`src/rtl/sig_store_pkg.sv`:
```
package sig_store_pkg;

  localparam int CODE_W = 4;

  typedef enum logic [1:0] {
    MODE_FULL  = 2'b00,
    MODE_PAIR  = 2'b01,
    MODE_RSVD  = 2'b10,
    MODE_ONE   = 2'b11
  } sig_mode_e;

  // Bits of the code kept in each state mode.
  function automatic logic [CODE_W-1:0] mode_keep(input logic [1:0] mode);
    logic [CODE_W-1:0] keep;
    case (mode)
      MODE_FULL: keep = 4'b1111;
      MODE_PAIR: keep = 4'b0011;
      default:   keep = 4'b0001;
    endcase
    return keep;
  endfunction

endpackage

```
`src/rtl/sig_rst_sync.sv`:
```
module sig_rst_sync (
  input  logic clk,
  input  logic rst_n,
  output logic rst_sync_n
);

  logic [1:0] stage_q;

  always_ff @(posedge clk or negedge rst_n) begin
    if (!rst_n) begin
      stage_q <= 2'b00;
    end else begin
      stage_q <= {stage_q[0], 1'b1};
    end
  end

  assign rst_sync_n = stage_q[1];

endmodule

```
`src/rtl/sig_mode_mask.sv`:
```
module sig_mode_mask
  import sig_store_pkg::*;
(
  input  logic [1:0]        mode_i,
  input  logic [CODE_W-1:0] code_i,
  output logic [CODE_W-1:0] code_o
);

  logic [CODE_W-1:0] keep;

  always_comb begin
    keep   = mode_keep(mode_i);
    code_o = code_i & keep;
  end

endmodule

```
`src/rtl/sig_debounce_ctl.sv`:
```
module sig_debounce_ctl
  import sig_store_pkg::*;
#(
  parameter int SLOT_W = 5
) (
  input  logic              clk,
  input  logic              rst_n,
  input  logic              valid_i,
  input  logic [SLOT_W-1:0] slot_i,
  input  logic [CODE_W-1:0] code_m_i,
  input  logic              deb_en_i,
  output logic              wr_en_o
);

  localparam int DEPTH = 1 << SLOT_W;

  logic [CODE_W-1:0] last_q [DEPTH];
  logic [CODE_W-1:0] last_d [DEPTH];
  logic              match;

  always_comb begin
    match   = (code_m_i == last_q[slot_i]);
    wr_en_o = valid_i && (!deb_en_i || match);
    for (int i = 0; i < DEPTH; i++) begin
      last_d[i] = last_q[i];
    end
    if (valid_i) begin
      last_d[slot_i] = code_m_i;
    end
  end

  always_ff @(posedge clk or negedge rst_n) begin
    if (!rst_n) begin
      for (int i = 0; i < DEPTH; i++) begin
        last_q[i] <= '0;
      end
    end else if (valid_i) begin
      for (int i = 0; i < DEPTH; i++) begin
        last_q[i] <= last_d[i];
      end
    end
  end


  idle_keeps_last_chk: assert property (@(posedge clk) disable iff (!rst_n)
    !valid_i |=> last_q[$past(slot_i)] == $past(last_q[slot_i]));


  last_tracks_sample_chk: assert property (@(posedge clk) disable iff (!rst_n)
    valid_i |=> last_q[$past(slot_i)] == $past(code_m_i));


  deb_pair_chk: assert property (@(posedge clk) disable iff (!rst_n)
    (wr_en_o && deb_en_i) |-> (code_m_i == last_q[slot_i]));

endmodule

```
`src/rtl/sig_code_array.sv`:
```
module sig_code_array
  import sig_store_pkg::*;
#(
  parameter int SLOT_W = 5
) (
  input  logic              clk,
  input  logic              rst_n,
  input  logic              wr_en_i,
  input  logic [SLOT_W-1:0] wr_slot_i,
  input  logic [CODE_W-1:0] wr_code_i,
  input  logic [1:0]        mode_i,
  input  logic [SLOT_W-1:0] rd_slot_i,
  output logic [CODE_W+2:0] rd_data_o
);

  localparam int DEPTH = 1 << SLOT_W;

  logic [CODE_W-1:0] code_q [DEPTH];
  logic [CODE_W-1:0] code_d [DEPTH];
  logic [CODE_W+2:0] rd_d;
  logic [CODE_W+2:0] rd_q;

  always_comb begin
    for (int i = 0; i < DEPTH; i++) begin
      code_d[i] = code_q[i];
    end
    if (wr_en_i) begin
      code_d[wr_slot_i] = wr_code_i;
    end
    rd_d = {mode_i, 1'b0, code_q[rd_slot_i]};
  end

  always_ff @(posedge clk or negedge rst_n) begin
    if (!rst_n) begin
      for (int i = 0; i < DEPTH; i++) begin
        code_q[i] <= '0;
      end
    end else if (wr_en_i) begin
      for (int i = 0; i < DEPTH; i++) begin
        code_q[i] <= code_d[i];
      end
    end
  end

  always_ff @(posedge clk or negedge rst_n) begin
    if (!rst_n) begin
      rd_q <= '0;
    end else begin
      rd_q <= rd_d;
    end
  end

  assign rd_data_o = rd_q;


  write_lands_chk: assert property (@(posedge clk) disable iff (!rst_n)
    wr_en_i |=> code_q[$past(wr_slot_i)] == $past(wr_code_i));


  read_old_chk: assert property (@(posedge clk) disable iff (!rst_n)
    1'b1 |=> rd_data_o[CODE_W-1:0] == $past(code_q[rd_slot_i]));


  read_mode_chk: assert property (@(posedge clk) disable iff (!rst_n)
    1'b1 |=> rd_data_o[CODE_W+2:CODE_W+1] == $past(mode_i));


  write_masked_chk: assert property (@(posedge clk) disable iff (!rst_n)
    wr_en_i |-> (wr_code_i & ~mode_keep(mode_i)) == '0);

endmodule

```
`src/rtl/sig_code_store.sv`:
```
module sig_code_store
  import sig_store_pkg::*;
#(
  parameter int NUM_SLOTS = 32
) (
  input  logic                          clk,
  input  logic                          rst_n,
  input  logic [1:0]                    mode_i,
  input  logic                          debounce_en_i,
  input  logic                          in_valid_i,
  input  logic [$clog2(NUM_SLOTS)-1:0]  in_slot_i,
  input  logic [3:0]                    in_code_i,
  input  logic [$clog2(NUM_SLOTS)-1:0]  rd_slot_i,
  output logic [6:0]                    rd_data_o
);

  localparam int SLOT_W = $clog2(NUM_SLOTS);

  logic              rst_sync_n;
  logic [CODE_W-1:0] code_m;
  logic              wr_en;

  sig_rst_sync u_rst (
    .clk        (clk),
    .rst_n      (rst_n),
    .rst_sync_n (rst_sync_n)
  );

  sig_mode_mask u_mask (
    .mode_i (mode_i),
    .code_i (in_code_i),
    .code_o (code_m)
  );

  sig_debounce_ctl #(.SLOT_W(SLOT_W)) u_deb (
    .clk      (clk),
    .rst_n    (rst_sync_n),
    .valid_i  (in_valid_i),
    .slot_i   (in_slot_i),
    .code_m_i (code_m),
    .deb_en_i (debounce_en_i),
    .wr_en_o  (wr_en)
  );

  sig_code_array #(.SLOT_W(SLOT_W)) u_arr (
    .clk       (clk),
    .rst_n     (rst_sync_n),
    .wr_en_i   (wr_en),
    .wr_slot_i (in_slot_i),
    .wr_code_i (code_m),
    .mode_i    (mode_i),
    .rd_slot_i (rd_slot_i),
    .rd_data_o (rd_data_o)
  );


  plain_write_chk: assert property (@(posedge clk) disable iff (!rst_sync_n)
    (in_valid_i && !debounce_en_i) |-> wr_en);


  no_valid_no_write_chk: assert property (@(posedge clk) disable iff (!rst_sync_n)
    !in_valid_i |-> !wr_en);

endmodule

```
`config.mk`:
```
export PLATFORM = sky130hd
export DESIGN_NAME = sig_code_store
export DESIGN_NICKNAME = d
export VERILOG_FILES = /design/src/rtl/sig_store_pkg.sv /design/src/rtl/sig_rst_sync.sv /design/src/rtl/sig_mode_mask.sv /design/src/rtl/sig_debounce_ctl.sv /design/src/rtl/sig_code_array.sv /design/src/rtl/sig_code_store.sv
export SDC_FILE = /design/constraint.sdc
export NUM_CORES = 1
export LEC_CHECK = 0
export ABC_AREA = 1
export BUFFER_PORTS_ARGS = -buffer_cell sky130_fd_sc_hd__buf_2
export CORE_MARGIN = 3
export CORE_UTILIZATION = 38
export DETAILED_ROUTE_END_ITERATION = 8
export PLACE_DENSITY = 0.58
export SYNTH_ARGS = -nofsm -noshare
export SYNTH_HDL_FRONTEND = slang
export SYNTH_SLANG_ARGS = --single-unit
```
`constraint.sdc`:
```
create_clock -name clk -period 11.3 [get_ports clk]
set_clock_uncertainty 0.1 [all_clocks]
set_input_delay 2.26 -clock clk [delete_from_list [all_inputs] [get_ports clk]]
set_output_delay 2.26 -clock clk [all_outputs]
set_load 0.005 [all_outputs]
```
==> results of run 1 <==
==> sequential cells by signal, summed over array words and instances (netlist names) <==
name             count
u_arr.code_q       128
u_deb.last_q       128
u_arr.rd_data_o      6
u_rst.stage_q        2
==> metal layers <==
layer | share of wire | wire length (microns) | vias up | track usage
met1 | 0.48 | 17200 | 5203 | 0.299
li1 | - | - | 5363 | -
met2 | 0.44 | 15900 | 284 | 0.314
met5 | 0 | 0 | - | 0
met4 | 0.024 | 856 | 0 | 0.0487
met3 | 0.049 | 1740 | 56 | 0.0254
==> cell families (layout without fill, tap and decap cells) <==
family          count (synthesis)  count (layout)  share of synthesized area
simple gates                  974             974                      0.303
buf+inv                       177             166                     0.0639
compound gates                267             267                      0.114
flops                         264             264                      0.519
other cells                     2               2                   0.000590
==> cell usage in the layout, fill, tap and decap left out, drive strengths merged <==
| master | n |
|---|---|
| nand2 | 637 |
| dfrtp | 264 |
| nor2 | 177 |
| o21ai | 166 |
| nand3 | 149 |
| inv | 68 |
| a21oi | 62 |
| clkbuf | 42 |
| buf | 42 |
| o221ai | 22 |
| o22ai | 10 |
| nor3 | 9 |
| clkinv | 8 |
| a31oi | 4 |
| a32oi | 3 |
| bufinv | 3 |
| clkinvlp | 3 |
| nand4 | 2 |
| conb | 2 |
==> per-stage QoR <==
step           instance area (sq um)  utilization  std cells  power, mW  hold slack, ns
3_5_place_dp                   13000        0.396       2059       1.51           0.241
5_1_grt                        14000        0.428       2115       2.64           0.268
2_1_floorplan                  12700            -       1684       1.42           0.231
6_report                       14000        0.428       2115       2.51           0.251
3_3_place_gp                   13000        0.396       2059       1.50           0.234
4_1_cts                        14000        0.428       2115       2.53           0.255
==> path summary, 6_finish.rpt <==
check,start,to
max in group asynchronous,u_rst.stage_q[1],u_deb.last_q[26]
max reg2reg,u_deb.last_q[49],u_arr.code_q[117]
min reg2reg,u_rst.stage_q[0],u_rst.stage_q[1]
min,u_rst.stage_q[0],u_rst.stage_q[1]
min in group asynchronous,u_rst.stage_q[1],u_deb.last_q[54]
max,in_slot_i[0],u_arr.code_q[117]
==> report_power, final <==
group	internal (mW)	leakage (nW)	switching (mW)	total, mW
logic	0.114	3.06	0.226	0.340
clock network	0.609	0.506	0.404	1.01
registers	1.08	3.42	0.0704	1.15
==> Yosys cell counts <==
cell type and instances:
inv_1 64, buf_1 2, nand4_1 2, o21ai_1 11, nor3_1 9, a21oi_1 62
nand3_1 149, dfrtp_1 264, o221ai_1 22, nor2_1 177, o21ai_0 155, o22ai_1 10
clkinv_1 1, clkbuf_1 71, inv_2 3, conb_1 2, buf_2 18, buf_4 2
nand2_1 636, nand2_2 1, a31oi_1 4, buf_6 16, a32oi_1 3
==> layout make-up <==
type                       count  share of cell area
clock buffer                  42              0.0625
multi-input combinational   1243               0.379
inverter                      68              0.0182
clock inverter                14              0.0114
timing repair buffer          42              0.0180
sequential                   264               0.471
tap                          442              0.0394
==> impl_results.md, run 1 <==
- Status: completed
- Worst Setup End Kind: register
- Hold-fix buffers, CTS: 0
- WHS Path Cells: 0
- Fillers: 3418
- Sequential cell area fraction in the yosys report: 0.519
- Finish-stage setup viols: 0
- Largest net degree at the start of global routing: 99
- Leakage power: 6.98 nW
- CP Class: input port to register
- Worst setup SP type: input port
- DRT iter0 DRCs: 985
- Cell Area, Synth: 12700 sq um
- Post-Syn Area per Cell: 7.56 sq um
- Area Overhead vs Synth: 10.1%
- Cells after synthesis: 1684
- Area taken by flip-flops and latches: 6610 sq um
- Vias in the first global route: 10500
- H-tree depth: 1
- WL/cell: 16.9 microns
- Largest fanout on the critical path: 98
- Crit path largest cell delay: 0.82 ns
- Num Clock Sinks: 264
- Top-area cell type share of the netlist area: 0.519
- Final hold violation count: 0
- Global route overflow: 0
- Most frequent CP cell: nand2_1
- Initial antenna violation count: 0
- PostCTS Resize Cnt: 0
- Dpl hpwl: 21.7 mm
- First drt pass iteration count: 6
- Depth of the worst register-to-register path: 17
- Max-slew violation count: 0
- Area leader, netlist: dfrtp_1
- Root Driver: clkbuf_16
- Crit-path leading delay family: buffers and inverters
- Core area: 32800 sq um
- Top post-synthesis cells by area: dfrtp_1 52%, nand2_1 19%, o21ai_0 6.1%
- Critical Path RT: 11.65 ns
- Drt via density: 5.16
- Flop and latch count out of synthesis: 264
- Layout net count: 1669
- RSZ-0062 raised after global routing: false
- Residual DRC: 0
- Die ar.: 35800 sq um
- Initial core utilization: 0.389
- Gpl congestion: 0.835
- CP Depth: 20
- Final Cycle Share: 0.553
- F_max: 0.160 GHz
- CTS buffer count: 30
- CTS tree: yes
- Synth warn: 0
- Relative slew margins: 0.274
- Die width: 189 microns
- Post-CTS Setup Inserts: 0
- Maximum vdd ir drop: 154 uV
- Syn nets: 1704
- Fraction of layout cells with a size suffix above 1: 0.0598
- Period minus WS final: 6.25 ns
- Ant. Diodes: 0
- Critical path data arrival time: 6.60 ns
- Pre-CTS setup slack: 4.58 ns
- Worst path cell trace: buf_2 -> buf_4 -> inv_2 -> nand2_1 -> nand2_1 -> nand2_1 -> nand2_1 -> nand2_1 -> nand2_1 -> nor2_1 -> nand2_1 -> nand2_1 -> nand2_1 -> nor2_1 -> nand2_1 -> nand2_4 -> buf_4 -> nand2_1 -> nand2_1 -> nand2_1
- Worst reg2reg setup slack: 7.84 ns
- Clock insertion delay at the later pin of the skew report: 0.56 ns
- Vias: 10900
- Hold Crit Class: register to register
- Max Cap Violations: 0
- Total Routing Usage GR: 0.201
- Global-route wire length before repair: 58.2 mm
- Worst-margin pin slew: 1.08 ns
- Final worst slack: 5.05 ns
- Clock buffer depth: 3
- Total detailed-routing wirelength: 35.8 mm
- Worst-path clk slew: 0.06 ns
- Number of I/O pins: 27
- Final ANT Viol Nets: 0
- P per Cell Area: 179 nW/um^2
- Yosys cell types: 23
- Die Span Y: 189 microns
- PortBufs: 25
- Crit path buffers/inverters: 4
- Multi-input gate area: 5320 sq um
- Critical-path top delay cell: buf_4
- TNS Setup: 0 ns
- Std cell rows: 66
No activity file was read; power rests on OpenSTA's default activity.
==> run 2: changes to the inputs <==
Settings changed: ABC_AREA 1 to 0.
Clock period 11.3 ns to 5.9 ns, I/O delays scaled along.
==> run 2 against run 1 <==
Global-route usage shrank 2.7 points. Synthesized area up 0.64%. Sequential share of layout area shrank 0.74 points. Cell area grew 1.6%. Highest routed layer unchanged.
==> impl_results.md, run 2 <==
- Status: completed
- Largest fanout on the critical path: 41
- Hold Crit Class: register to register
- Die width: 190 microns
- Most frequent cells in the layout: 263 x dfrtp_1, 124 x nand2_1, 120 x mux2_4, 96 x o21ai_0, 64 x mux2i_1
- Relative slew margins: 0.160
- Worst-margin pin slew: 1.26 ns
- CTS buffer count: 28
- Worst Setup End Kind: register
- Fillers: 3041
- XOR/XNOR Fraction of Synth Area: 0.00332
- Syn nets: 958
- Initial antenna violation count: 0
- Total Routing Usage GR: 0.175
- Worst-path clk slew: 0.06 ns
- PostCTS Resize Cnt: 0
- Die Span Y: 190 microns
- Global-route wire length before repair: 49.7 mm
- Num Clock Sinks: 264
- Final ANT Viol Nets: 0
- Layout net count: 962
- Largest net degree at the start of global routing: 188
- Post-Synth Simple-Gate Area: 0.0665
- Synth top cells by count: 264 x dfrtp_1, 124 x nand2_1, 120 x mux2_4, 96 x o21ai_0, 64 x mux2i_1
- Final worst slack: 1.81 ns
- Critical Path RT: 6.23 ns
- Max Cap Violations: 0
- CP Class: input port to register
- Std cell rows: 66
- Post-route insts no fill: 1405
- Cell Area, Synth: 12800 sq um
- Largest family of logic cells by synthesized area: multiplexers
- Global route overflow: 0
- Top-area cell type share of the netlist area: 0.515
- Post-Syn Area per Cell: 13.7 sq um
- Final hold violation count: 0
- P per Cell Area: 315 nW/um^2
- Area leader, netlist: dfrtp_1
- Maximum vdd ir drop: 183 uV
- Synth async-reset ratio: 1.00
- Most common cell after layout, fill and taps aside: dfrtp_1
- Synth Area in Compound Gates: 0.0894
- Area Overhead vs Synth: 11.2%
- Residual DRC: 0
- Synth Area in Adders: 0
- Total detailed-routing wirelength: 30.6 mm
- Mux share of post-synthesis cell area: 0.299
- Sequential cell area fraction in the yosys report: 0.515
- Hold-fix buffers, CTS: 0
- Post-CTS Setup Inserts: 0
- Period minus WS final: 4.09 ns
- Top_reg_cell synth: dfrtp_1
- Finish-stage setup viols: 0
- Vias: 7463
- Root Driver: clkbuf_16
- Pre-CTS setup slack: 1.26 ns
- Top post-synthesis cells by area: dfrtp_1 52%, mux2_4 14%, mux4_2 7.0%
- Clock buffer depth: 3
- Leakage power: 6.71 nW
- Critical path data arrival time: 4.42 ns
- Worst setup SP type: input port
- Clock insertion delay at the later pin of the skew report: 0.54 ns
- Count leader, synth: dfrtp_1
- Flop and latch count out of synthesis: 264
- Vias in the first global route: 8007
- F_max: 0.245 GHz
- Number of I/O pins: 27
- Initial core utilization: 0.390
- H-tree depth: 1
- Gpl congestion: 0.851
- Placed Cells incl. Taps: 1354
- Final Cycle Share: 0.693
- Die ar.: 36000 sq um
- DRT iter0 DRCs: 602
- TNS Setup: 0 ns
- Cells after synthesis: 938
- Core area: 32900 sq um
- First drt pass iteration count: 5
- Synth warn: 0
- Fraction of layout cells with a size suffix above 1: 0.334
- Post-synth EDFFs: 0
- Final Instance Area: 14300 sq um
- Ant. Diodes: 0
- Yosys cell types: 36
- PortBufs: 25
- WL/cell: 21.8 microns
- Max-slew violation count: 0
- CTS tree: yes
- Total power: 4.49 mW
- DP Area: 13300 sq um
- Dpl hpwl: 19.5 mm
- RSZ-0062 raised after global routing: false
- Drt via density: 5.31
-- run 2: worst max-delay path, cell delays in order --
cell,delay (ns)
buf_4,0.58
buf_12,0.31
mux2i_1,0.27
o22ai_1,0.14
nor4_1,0.30
nand2_1,0.10
xnor2_1,0.17
nand4_4,0.13
buf_4,0.50
a21o_1,0.30
mux2_2,0.36
-- run 2: cells by family (layout without fill, tap and decap cells) --
logic type / after synthesis / after routing
other: 2 / 2
xor gates and xnor gates: 4 / 4
and+or+nand+nor: 178 / 178
DFF: 264 / 264
buffers and inverters: 62 / 87
AOI/OAI and AO/OA: 160 / 160
muxes: 268 / 268
-- run 2: final cells by class --
type	instances	area, sq um	area share
clock inverter	12	143	0.0100
timing repair buffer	36	235	0.0165
tap	442	553	0.0388
sequential	264	6610	0.464
multi-input combinational	612	5890	0.413
clock buffer	39	823	0.0578
-- run 2: final timing paths --
path                                       start                 end  slack [ns]  cells after the start
max in group asynchronous       u_rst.stage_q[1]  u_arr.rd_data_o[5]        4.47                      1
worst min register to register  u_rst.stage_q[0]    u_rst.stage_q[1]        0.25                      0
worst min-delay path            u_rst.stage_q[0]    u_rst.stage_q[1]        0.25                      0
worst max-delay path                in_slot_i[1]   u_arr.code_q[121]        1.81                     11
worst max register to register   u_deb.last_q[4]   u_arr.code_q[121]        3.03                      9
min in group asynchronous                  rst_n    u_rst.stage_q[1]        0.32                      1
-- run 2: metal layers --
| layer | share of wire | track usage | wire (microns) |
|---|---|---|---|
| met1 | 0.47 | 0.251 | 14300 |
| met2 | 0.47 | 0.278 | 14300 |
| met3 | 0.047 | 0.0287 | 1440 |
| met4 | 0.020 | 0.0424 | 623 |
| met5 | 0 | 0 | 0 |
-- run 2: where the power goes --
group	switching (mW)	internal [mW]
clock	0.732	1.10
combinational	0.274	0.278
sequential	0.105	2.00
-- run 2: metrics by stage --
stage	utilization	hold slack, ns
2_1_floorplan	-	0.231
3_3_place_gp	0.404	0.236
3_5_place_dp	0.404	0.244
4_1_cts	0.434	0.258
5_1_grt	0.434	0.269
6_report	0.434	0.255
